<file path="config.mk">
export PLATFORM = sky130hd
export DESIGN_NAME = midi_port_ctrl
export DESIGN_NICKNAME = d
export VERILOG_FILES = /design/src/rtl/midi_port_pkg.sv /design/src/rtl/midi_byte_fifo.sv /design/src/rtl/midi_ser_tx.sv /design/src/rtl/midi_ser_rx.sv /design/src/rtl/midi_port_ctrl.sv
export SDC_FILE = /design/constraint.sdc
export NUM_CORES = 1
export LEC_CHECK = 0
export CAP_MARGIN = 20
export CORE_MARGIN = 2
export CORE_UTILIZATION = 50
export DETAILED_ROUTE_END_ITERATION = 10
export DONT_BUFFER_PORTS = 1
export GPL_ROUTABILITY_DRIVEN = 1
export SLEW_MARGIN = 20
export SYNTH_ARGS = -nofsm -noshare
export SYNTH_HDL_FRONTEND = slang
export SYNTH_HIERARCHICAL = 1
export SYNTH_SLANG_ARGS = --single-unit
</file>
<file path="constraint.sdc">
create_clock -name clk -period 6.2 [get_ports clk]
set_input_delay 0.62 -clock clk [delete_from_list [all_inputs] [get_ports clk]]
set_output_delay 0.62 -clock clk [all_outputs]
set_load 0.05 [all_outputs]
</file>
<file path="src/rtl/midi_port_pkg.sv">
package midi_port_pkg;
    typedef enum logic {MODE_CMD = 1'b0, MODE_PASS = 1'b1} mode_e;
    typedef enum logic [1:0] {RX_IDLE, RX_START, RX_DATA, RX_STOP} rx_st_e;

    localparam logic [7:0] ACK_BYTE  = 8'hFE;
    localparam logic [7:0] CMD_ENTER = 8'h3F;
    localparam logic [7:0] CMD_LEAVE = 8'hFF;

    // {reply present, reply byte} for a command seen in command mode
    function automatic logic [8:0] reply_for(input logic [7:0] cmd);
        if (cmd[7:3] == 5'b10100 || cmd == 8'hAB) return {1'b1, 8'h00};
        case (cmd)
            8'hAC:   return {1'b1, 8'h15};
            8'hAD:   return {1'b1, 8'h01};
            8'hAF:   return {1'b1, 8'h64};
            default: return 9'h000;
        endcase
    endfunction
endpackage

</file>
<file path="src/rtl/midi_byte_fifo.sv">
module midi_byte_fifo #(
    parameter int WIDTH     = 8,
    parameter int DEPTH     = 16,
    parameter bit OVERWRITE = 1'b0
) (
    input  logic             clk,
    input  logic             rst_n,
    input  logic             push,
    input  logic [WIDTH-1:0] din,
    input  logic             pop,
    output logic [WIDTH-1:0] dout,
    output logic             empty,
    output logic             full
);
    localparam int AW = $clog2(DEPTH);
    localparam int CW = AW + 1;

    typedef struct packed {
        logic [AW-1:0] wp;
        logic [AW-1:0] rp;
        logic [CW-1:0] cnt;
    } fifo_s;

    fifo_s q, d;
    logic [WIDTH-1:0] mem_q [DEPTH];
    logic             we_d;
    logic [AW-1:0]    waddr_d;
    logic             take_pop, take_push;

    assign empty = (q.cnt == '0);
    assign full  = (q.cnt == CW'(DEPTH));
    assign dout  = mem_q[q.rp];

    always_comb begin
        d         = q;
        we_d      = 1'b0;
        waddr_d   = q.wp;
        take_pop  = pop && !empty;
        take_push = 1'b0;
        if (push) begin
            if (!full || take_pop) begin
                we_d      = 1'b1;
                take_push = 1'b1;
                d.wp      = q.wp + 1'b1;
            end else if (OVERWRITE) begin
                we_d    = 1'b1;
                waddr_d = q.wp - 1'b1;
            end
        end
        if (take_pop) d.rp = q.rp + 1'b1;
        d.cnt = q.cnt + CW'(take_push) - CW'(take_pop);
    end

    always_ff @(posedge clk) begin
        if (!rst_n) q <= '0;
        else        q <= d;
        if (we_d) mem_q[waddr_d] <= din;
    end

    AST_FIFO_BOUND: assert property (@(posedge clk) disable iff (!rst_n)
        q.cnt <= CW'(DEPTH));
    AST_FIFO_FULL_HOLD: assert property (@(posedge clk) disable iff (!rst_n)
        (push && full && !pop) |=> full);
endmodule

</file>
<file path="src/rtl/midi_ser_tx.sv">
module midi_ser_tx #(
    parameter int BIT_CLKS = 32
) (
    input  logic       clk,
    input  logic       rst_n,
    input  logic       have_data,
    input  logic [7:0] data,
    output logic       take,
    output logic       txd
);
    localparam int CW = $clog2(BIT_CLKS);

    typedef struct packed {
        logic          busy;
        logic [CW-1:0] cnt;
        logic [3:0]    idx;
        logic [9:0]    sh;
    } tx_s;

    tx_s q, d;

    assign txd = q.busy ? q.sh[0] : 1'b1;

    always_comb begin
        d    = q;
        take = 1'b0;
        if (!q.busy) begin
            if (have_data) begin
                take   = 1'b1;
                d.busy = 1'b1;
                d.sh   = {1'b1, data, 1'b0};
                d.cnt  = '0;
                d.idx  = '0;
            end
        end else if (q.cnt == CW'(BIT_CLKS - 1)) begin
            d.cnt = '0;
            d.sh  = {1'b1, q.sh[9:1]};
            d.idx = q.idx + 1'b1;
            if (q.idx == 4'd9) d.busy = 1'b0;
        end else begin
            d.cnt = q.cnt + 1'b1;
        end
    end

    always_ff @(posedge clk) begin
        if (!rst_n) q <= '{busy: 1'b0, cnt: '0, idx: '0, sh: '1};
        else        q <= d;
    end

    AST_TX_START_LOW: assert property (@(posedge clk) disable iff (!rst_n)
        $rose(q.busy) |-> !txd);
    AST_TX_STOP_HIGH: assert property (@(posedge clk) disable iff (!rst_n)
        $fell(q.busy) |-> $past(txd));
endmodule

</file>
<file path="src/rtl/midi_ser_rx.sv">
module midi_ser_rx #(
    parameter int BIT_CLKS    = 32,
    parameter int SYNC_STAGES = 2
) (
    input  logic       clk,
    input  logic       rst_n,
    input  logic       rxd,
    output logic       valid,
    output logic [7:0] data
);
    import midi_port_pkg::*;
    localparam int CW   = $clog2(BIT_CLKS);
    localparam int HALF = BIT_CLKS / 2;

    typedef struct packed {
        rx_st_e                 st;
        logic [CW-1:0]          cnt;
        logic [2:0]             idx;
        logic [7:0]             sh;
        logic [SYNC_STAGES-1:0] sync;
        logic                   vld;
    } rx_s;

    rx_s  q, d;
    logic line;

    assign line  = q.sync[SYNC_STAGES-1];
    assign valid = q.vld;
    assign data  = q.sh;

    always_comb begin
        d      = q;
        d.sync = {q.sync[SYNC_STAGES-2:0], rxd};
        d.vld  = 1'b0;
        d.cnt  = q.cnt + 1'b1;
        case (q.st)
            RX_IDLE: if (!line) begin
                d.st  = RX_START;
                d.cnt = '0;
            end
            RX_START: if (q.cnt == CW'(HALF - 1)) begin
                d.st  = line ? RX_IDLE : RX_DATA;
                d.cnt = '0;
                d.idx = '0;
            end
            RX_DATA: if (q.cnt == CW'(BIT_CLKS - 1)) begin
                d.cnt = '0;
                d.sh  = {line, q.sh[7:1]};
                d.idx = q.idx + 1'b1;
                if (q.idx == 3'd7) d.st = RX_STOP;
            end
            default: if (q.cnt == CW'(BIT_CLKS - 1)) begin
                d.vld = line;
                d.st  = RX_IDLE;
            end
        endcase
    end

    always_ff @(posedge clk) begin
        if (!rst_n) q <= '{st: RX_IDLE, cnt: '0, idx: '0, sh: '0, sync: '1, vld: 1'b0};
        else        q <= d;
    end

    AST_RX_SINGLE_PULSE: assert property (@(posedge clk) disable iff (!rst_n)
        valid |=> !valid);
    AST_RX_FROM_STOP: assert property (@(posedge clk) disable iff (!rst_n)
        valid |-> $past(q.st == RX_STOP));
endmodule

</file>
<file path="src/rtl/midi_port_ctrl.sv">
module midi_port_ctrl #(
    parameter int DEPTH       = 16,
    parameter int TICK_DIV    = 2,
    parameter int OVERSAMPLE  = 16,
    parameter int SYNC_STAGES = 2
) (
    input  logic       clk,
    input  logic       rst_n,
    input  logic       host_wr,
    input  logic       host_rd,
    input  logic       host_addr,
    input  logic [7:0] host_wdata,
    output logic [7:0] host_rdata,
    output logic       irq,
    output logic       midi_txd,
    input  logic       midi_rxd
);
    import midi_port_pkg::*;
    localparam int BIT_CLKS = TICK_DIV * OVERSAMPLE;

    typedef struct packed {
        mode_e      mode;
        logic       pend_v;
        logic [7:0] pend_b;
        logic [7:0] last_b;
    } ctl_s;

    ctl_s q, d;
    logic       rx_push, rx_pop, rx_empty, rx_full;
    logic [7:0] rx_din, rx_head;
    logic       tx_push, tx_take, tx_empty, tx_full;
    logic [7:0] tx_head;
    logic       ser_vld;
    logic [7:0] ser_byte;
    logic       cmd_wr, dat_wr, dat_rd;
    logic [8:0] rpl;

    assign cmd_wr = host_wr &&  host_addr;
    assign dat_wr = host_wr && !host_addr;
    assign dat_rd = host_rd && !host_addr;
    assign rpl    = reply_for(host_wdata);

    always_comb begin
        d       = q;
        rx_push = 1'b0;
        rx_din  = ser_byte;
        rx_pop  = 1'b0;
        tx_push = 1'b0;
        if (q.pend_v) begin
            rx_push  = 1'b1;
            rx_din   = q.pend_b;
            d.pend_v = 1'b0;
        end else if (q.mode == MODE_PASS && ser_vld) begin
            rx_push = 1'b1;
        end
        if (q.mode == MODE_CMD) begin
            if (cmd_wr) begin
                rx_push  = 1'b1;
                rx_din   = ACK_BYTE;
                d.pend_v = rpl[8];
                d.pend_b = rpl[7:0];
                if (host_wdata == CMD_ENTER) d.mode = MODE_PASS;
            end
        end else begin
            if (cmd_wr && host_wdata == CMD_LEAVE) d.mode = MODE_CMD;
            tx_push = dat_wr;
            if (dat_rd && !rx_empty) begin
                rx_pop   = 1'b1;
                d.last_b = rx_head;
            end
        end
    end

    always_ff @(posedge clk) begin
        if (!rst_n) q <= '{mode: MODE_CMD, pend_v: 1'b0, pend_b: '0, last_b: '0};
        else        q <= d;
    end

    assign host_rdata = host_addr ? {rx_empty, tx_full, 6'h3F}
                                  : (rx_empty ? q.last_b : rx_head);
    assign irq = !rx_empty;

    midi_byte_fifo #(.WIDTH(8), .DEPTH(DEPTH), .OVERWRITE(1'b1)) rx_fifo_i (
        .clk(clk), .rst_n(rst_n), .push(rx_push), .din(rx_din), .pop(rx_pop),
        .dout(rx_head), .empty(rx_empty), .full(rx_full));

    midi_byte_fifo #(.WIDTH(8), .DEPTH(DEPTH), .OVERWRITE(1'b0)) tx_fifo_i (
        .clk(clk), .rst_n(rst_n), .push(tx_push), .din(host_wdata), .pop(tx_take),
        .dout(tx_head), .empty(tx_empty), .full(tx_full));

    midi_ser_tx #(.BIT_CLKS(BIT_CLKS)) tx_i (
        .clk(clk), .rst_n(rst_n), .have_data(!tx_empty), .data(tx_head),
        .take(tx_take), .txd(midi_txd));

    midi_ser_rx #(.BIT_CLKS(BIT_CLKS), .SYNC_STAGES(SYNC_STAGES)) rx_i (
        .clk(clk), .rst_n(rst_n), .rxd(midi_rxd), .valid(ser_vld), .data(ser_byte));

    AST_ENTER_PASS: assert property (@(posedge clk) disable iff (!rst_n)
        (q.mode == MODE_CMD && cmd_wr && host_wdata == CMD_ENTER)
        |=> (q.mode == MODE_PASS && irq));
    AST_REPLY_NEXT: assert property (@(posedge clk) disable iff (!rst_n)
        (q.mode == MODE_CMD && cmd_wr && rpl[8]) |=> rx_push);
    AST_PASS_NO_ACK: assert property (@(posedge clk) disable iff (!rst_n)
        (q.mode == MODE_PASS && !q.pend_v && !ser_vld) |-> !rx_push);
    AST_CMD_NO_TX: assert property (@(posedge clk) disable iff (!rst_n)
        (q.mode == MODE_CMD && dat_wr) |=> $stable(tx_full));
endmodule

</file>
==> run summary, run 1 <==
total power: 0.00554 W
Die W: 176 um
Routed Antenna Nets: 0
RSZ-0062 raised after global routing: false
Clock Path Buffers: 3
area of the multi-input gates: 0.00480 mm2
I/O pins: 24
Post-CTS Setup Inserts: 0
critical path arrival: 4.46 ns
actual slew at the worst max-slew pin: 0.989 ns
initial antenna violation count: 1
number of distinct library cells after synthesis: 76
Final setup viols: 0
die height: 176 um
clock sinks: 345
Metal-1 WL: 12800 um
Crit Path Max Fanout: 16
final HPWL from detailed placement: 18100 um
Max Cap Violations: 0
fraction of layout cells with a size suffix above 1: 12.0%
Synth Register Bits: 345
Avg Cell Area, Syn: 15.1 um2
most frequent cells in the layout: edfxtp_1 (256), dfxtp_1 (87), nand2_1 (62)
VDD IR max: 0.000186 V
Tmin final: 4.03 ns
Core Footprint: 0.0289 mm2
P_leak: 5.38 nW
post-cts resize count: 0
cell row count: 62
CP startpoint kind: flip-flop
HP Class: input port to flip-flop
fmax: 248 MHz
pre-CTS WS: 2.17 ns
Reg clk slew, reported paths: 0.06 ns
Met3 Wirelength: 1150 um
met2 WL: 14100 um
routed wire length: 28600 um
Die Footprint: 0.0309 mm2
worst min-delay path startpoint: host_wdata[7]
FF-to-FF Start: tx_fifo_i/q[2]
Area Overhead vs Synth: 9.24%
Overflow after GRT: 0
Mapped Cells: 975
PD cells: 343 mW/mm2
CTS tree: built
Fill cells: 2296
max_slew headroom: 33.6%
Initial DRC Count: 519
fin crit share: 65.0%
Vias: 7954
fin worst setup slack: 2.17 ns
Logic pwr share: 14.2%
FFs w/ async S/R, synth: 0%
mapped cell area: 0.0148 mm2
final hold violation count: 0
Pint: 0.00417 W
Starting Density: 51.2%
Final #Nets: 1014
Most used DFF post-synth: edfxtp_1
first-pass GRT wire length: 44700 um
crit path capture type: flip-flop
Seq/Total Area, Yosys: 64.1%
clock network fraction of total power: 38.8%
FF/Latch Area: 0.00947 mm2
clk_lat worst skew: 0.51 ns
status: finished clean
CTS H-Tree Depth: 2
Max Used Layer: met4
drt pass-1 iters: 5
Flop pwr share: 47.0%
switching power total: 0.00137 W
all-layer global routing usage: 19.0%
Final Max Tran Viols: 0
Vias/cell: 5.78
IO buf count: 0
most common cell after layout, fill and taps aside: edfxtp_1
final core occ: 55.9%
CTS buffer count: 39
GPL Wtd Cong: 0.744
Sw Share: 24.6%
critical path type: flip-flop to flip-flop
Root Driver: clkbuf_16
drt wl/cell: 20.8 um
Worst Clk Skew: 0.0113 ns
Critical Path Start: tx_fifo_i/q[2]
syn_nets: 1021
Post-CTS Hold Buffers: 0
number of synthesized flops with an enable pin: 256
pin count of the biggest net entering global routing: 69
Post-route DRC: 0
Setup TNS Final: 0 ns
Required @ worst endpoint: 6.64 ns
Syn. warnings: 6
vias in the first global route: 7780
-- flip-flops by register name, summed over array words and instances (netlist names), named ones only --
name and flops:
rx_fifo_i/q 13, rx_i/q 10, q 14, rx_i/line 1, tx_fifo_i/mem_q 128, tx_i/q 20
tx_fifo_i/q 9, rx_i/valid 1, tx_fifo_i/waddr_d 4, rx_fifo_i/mem_q 128, rx_i/data 8, rx_i/d 1
-- power groups by stage --
| stage | sequential [W] | combinational [W] | clock [W] |
|---|---|---|---|
| 2_1_floorplan | 0.00264 | 0.000677 | 0 |
| 3_3_place_gp | 0.00265 | 0.000780 | 0 |
| 3_5_place_dp | 0.00265 | 0.000790 | 0 |
| 4_1_cts | 0.00261 | 0.000793 | 0.00221 |
| 5_1_grt | 0.00261 | 0.000869 | 0.00230 |
| 6_report | 0.00261 | 0.000785 | 0.00215 |
-- synthesized netlist by cell type, drive strengths merged (4+ instances only) --
library cell / count / share of area, %
a211o: 7 / 0.42
nor2b: 21 / 0.89
xor2: 7 / 0.42
a21oi: 18 / 0.61
buf: 35 / 1.9
nand2: 64 / 1.7
o21ai: 26 / 0.91
clkdlybuf4s25: 6 / 0.41
and2: 33 / 1.4
and3b: 5 / 0.30
a21boi: 14 / 0.71
nand2b: 7 / 0.30
nand4: 6 / 0.25
nor4: 5 / 0.21
clkbuf: 14 / 0.36
ha: 30 / 2.5
mux4: 64 / 11
xnor2: 11 / 0.65
nand3b: 4 / 0.20
edfxtp: 256 / 52
nor2: 50 / 1.3
mux2i: 19 / 1.3
dfxtp: 89 / 12
inv: 31 / 0.81
nor3: 7 / 0.27
nand3: 26 / 0.92
or3: 7 / 0.30
a22oi: 35 / 1.8
nor3b: 4 / 0.20
o22ai: 9 / 0.38
a31oi: 8 / 0.34
and3: 10 / 0.47
-- cells by family (layout without fill, tap and decap cells) --
kind of cell	after synthesis	count (layout)	share of synthesized area, %
xor+xnor	18	18	1.07
buf+inv	87	103	3.45
fa+ha+maj	32	32	2.81
compound gates	140	140	6.63
flops	345	345	64.1
mux	86	86	12.1
simple gates	267	267	9.79
other cells	0	1	0
-- critical path, cell delays in order, from the launching register on --
cell      delay, ns
dfxtp_1        0.31
inv_1          0.07
ha_1           0.16
or4b_4         0.49
inv_1          0.07
inv_1          0.07
nand2b_1       0.32
inv_1          0.20
o41ai_4        0.75
mux2i_1        0.17
ha_1           0.25
fa_1           0.41
a21oi_1        0.14
nor2_1         0.06
or3_1          0.34
a21oi_1        0.13
-- final cells by class --
type / instances / share of cell area [%]
Inverter: 32 / 0.760
Antenna cell: 1 / 0.0155
Tap cell: 384 / 2.98
Multi-Input combinational cell: 543 / 29.7
Clock buffer: 51 / 6.72
Timing Repair Buffer: 7 / 0.326
Sequential cell: 345 / 58.7
Clock inverter: 13 / 0.729
-- path summary, 6_finish.rpt --
| check | end | slack, ns | depth (start not counted) |
|---|---|---|---|
| worst max-delay path | tx_fifo_i/q[4] | 2.17 | 15 |
| worst min-delay path | tx_fifo_i/mem_q[13][7] | 0.20 | 0 |
| worst max register to register | tx_fifo_i/q[4] | 2.17 | 15 |
| worst min register to register | rx_i/line | 0.42 | 1 |
-- per-layer routing --
| layer | up-vias | GRT usage [%] |
|---|---|---|
| met2 | 118 | 32.0 |
| met5 | - | 0 |
| met4 | 0 | 4.96 |
| met3 | 39 | 3.51 |
| li1 | 3728 | - |
| met1 | 4069 | 25.5 |
-- through the flow --
step	hold WS (ns)	instance area, um2	instances
after floorplan	0.386	14800	975
after global placement	0.400	14900	1311
after detailed placement	0.401	14900	1311
after CTS	0.180	16100	1375
after global routing	0.178	16100	1375
final	0.203	16100	1376
Note: power is estimated with default switching activity, not from simulation.
==> inputs of run 2 (changes only) <==
- ABC_AREA: default -> 1
- PLACE_DENSITY: default -> 0.68
- clock period: 6.2 -> 3.7 ns (I/O delays scaled with it)
==> run summary, run 2 <==
VDD IR max: 0.000481 V
Avg Cell Area, Syn: 9.71 um2
cell row count: 64
clk_lat worst skew: 0.52 ns
Syn. warnings: 6
pre-CTS WS: 0.583 ns
Crit-path slowest cell: fa_1
syn_nets: 1652
CTS tree: built
total power: 0.0102 W
crit path capture type: flip-flop
Critical Path Start: rx_fifo_i/q[2]
switching power total: 0.00318 W
area of the multi-input gates: 0.00471 mm2
Starting Density: 50.8%
Logic pwr share: 22.6%
GPL Wtd Cong: 0.841
clock network fraction of total power: 33.8%
most frequent cells in the layout: nand2_1 (365), edfxtp_1 (256), inv_1 (248)
Required @ worst endpoint: 4.10 ns
Vias/cell: 5.33
most frequent CP cell: inv_1
Mapped Cells: 1606
Fill cells: 2633
final HPWL from detailed placement: 21200 um
FF-to-FF Start: rx_fifo_i/q[2]
Final Max Tran Viols: 0
Flop pwr share: 43.7%
initial antenna violation count: 0
placed cell count: 1947
WP buf/inv: 6
Area Overhead vs Synth: 9.32%
Setup TNS Final: 0 ns
fin crit share: 84.5%
drt pass-1 iters: 5
post-cts resize count: 0
IO buf count: 0
Clock Path Buffers: 3
die height: 181 um
Crit path max-delay family: adder cells
critical path type: flip-flop to flip-flop
fmax: 320 MHz
crit path cell chain: inv_1, ha_1, nand3_1, inv_1, inv_1, nand4_4, inv_1, inv_1, nand4_4, nand2_1, inv_1, nand2_1, nand2_1, ha_1, fa_1, a21oi_1, o21bai_1, o21ai_0, a21oi_1
Overflow after GRT: 0
critical path arrival: 3.52 ns
final hold violation count: 0
Initial DRC Count: 907
actual slew at the worst max-slew pin: 0.905 ns
fin worst setup slack: 0.573 ns
CTS buffer count: 36
all-layer global routing usage: 20.9%
Sw Share: 31.2%
clock sinks: 345
Tmin final: 3.13 ns
max_slew headroom: 39.7%
status: finished clean
Max Cap Violations: 0
CP startpoint kind: flip-flop
HP Class: input port to flip-flop
PD cells: 599 mW/mm2
Post-CTS Setup Inserts: 0
vias in the first global route: 10400
worst min-delay path startpoint: rst_n
fraction of layout cells with a size suffix above 1: 7.80%
first-pass GRT wire length: 54300 um
Pint: 0.00702 W
Die Footprint: 0.0326 mm2
pin count of the biggest net entering global routing: 65
Final setup viols: 0
Post-route DRC: 0
Worst Clk Skew: 0.0217 ns
CTS H-Tree Depth: 2
Routed Antenna Nets: 0
Post-CTS Hold Buffers: 12
drt wl/cell: 16.8 um
FF/Latch Area: 0.00948 mm2
CP max stage delay: 0.40 ns
Core Footprint: 0.0307 mm2
Root Driver: clkbuf_16
Reg clk slew, reported paths: 0.06 ns
P_leak: 6.87 nW
Final #Nets: 1647
mapped cell area: 0.0156 mm2
Vias: 10800
largest registers: rx_fifo_i/mem_q (128), tx_fifo_i/mem_q (128), tx_i/q (20)
routed wire length: 34100 um
I/O pins: 24
Post-Layout Cell Count: 2025
most common cell after layout, fill and taps aside: nand2_1
Die W: 181 um
RSZ-0062 raised after global routing: false
Crit Path Max Fanout: 16
-- run 2: power groups by stage --
stage | Combinational, W | Sequential, W | Clock (W)
floorplan | 0.00183 | 0.00450 | 0
global placement | 0.00219 | 0.00453 | 0
detailed placement | 0.00223 | 0.00454 | 0
CTS | 0.00230 | 0.00446 | 0.00351
global route | 0.00258 | 0.00448 | 0.00366
finish | 0.00230 | 0.00446 | 0.00344
-- run 2: final cells by class --
type                    instances  share of cell area, %
inverters                     258                   5.80
flip-flops and latches        345                   55.6
well taps                     396                   2.91
diodes                          1                 0.0147
repair buffers                 27                   1.50
clock buffers                  52                   5.97
multi-input cells             933                   27.6
clock inverters                13                  0.624
-- run 2: routing by layer --
layer  wire length [um]  part of all wire, %  global-route usage, %
met1              14800                   43                   28.1
met2              16400                   48                   34.7
met3               1840                  5.4                   3.09
met4               1110                  3.2                   7.61
met5                  0                    0                      0
-- run 2: final timing paths --
check,cells after the start,slack (ns),end
setup / recovery,19,0.57,rx_fifo_i/q[4]
setup reg to reg,19,0.57,rx_fifo_i/q[4]
hold / removal,2,0.01,flip-flop
hold reg to reg,1,0.42,rx_i/line
-- run 2: metrics by stage --
step                      hold WS, ns  instance area, um2  util [%]
after floorplan                 0.393               15600         -
after global placement          0.400               15800      51.5
after detailed placement        0.413               15800      51.5
after CTS                    0.000316               17000      55.6
after global routing          0.00578               17000      55.6
final                          0.0121               17000      55.6
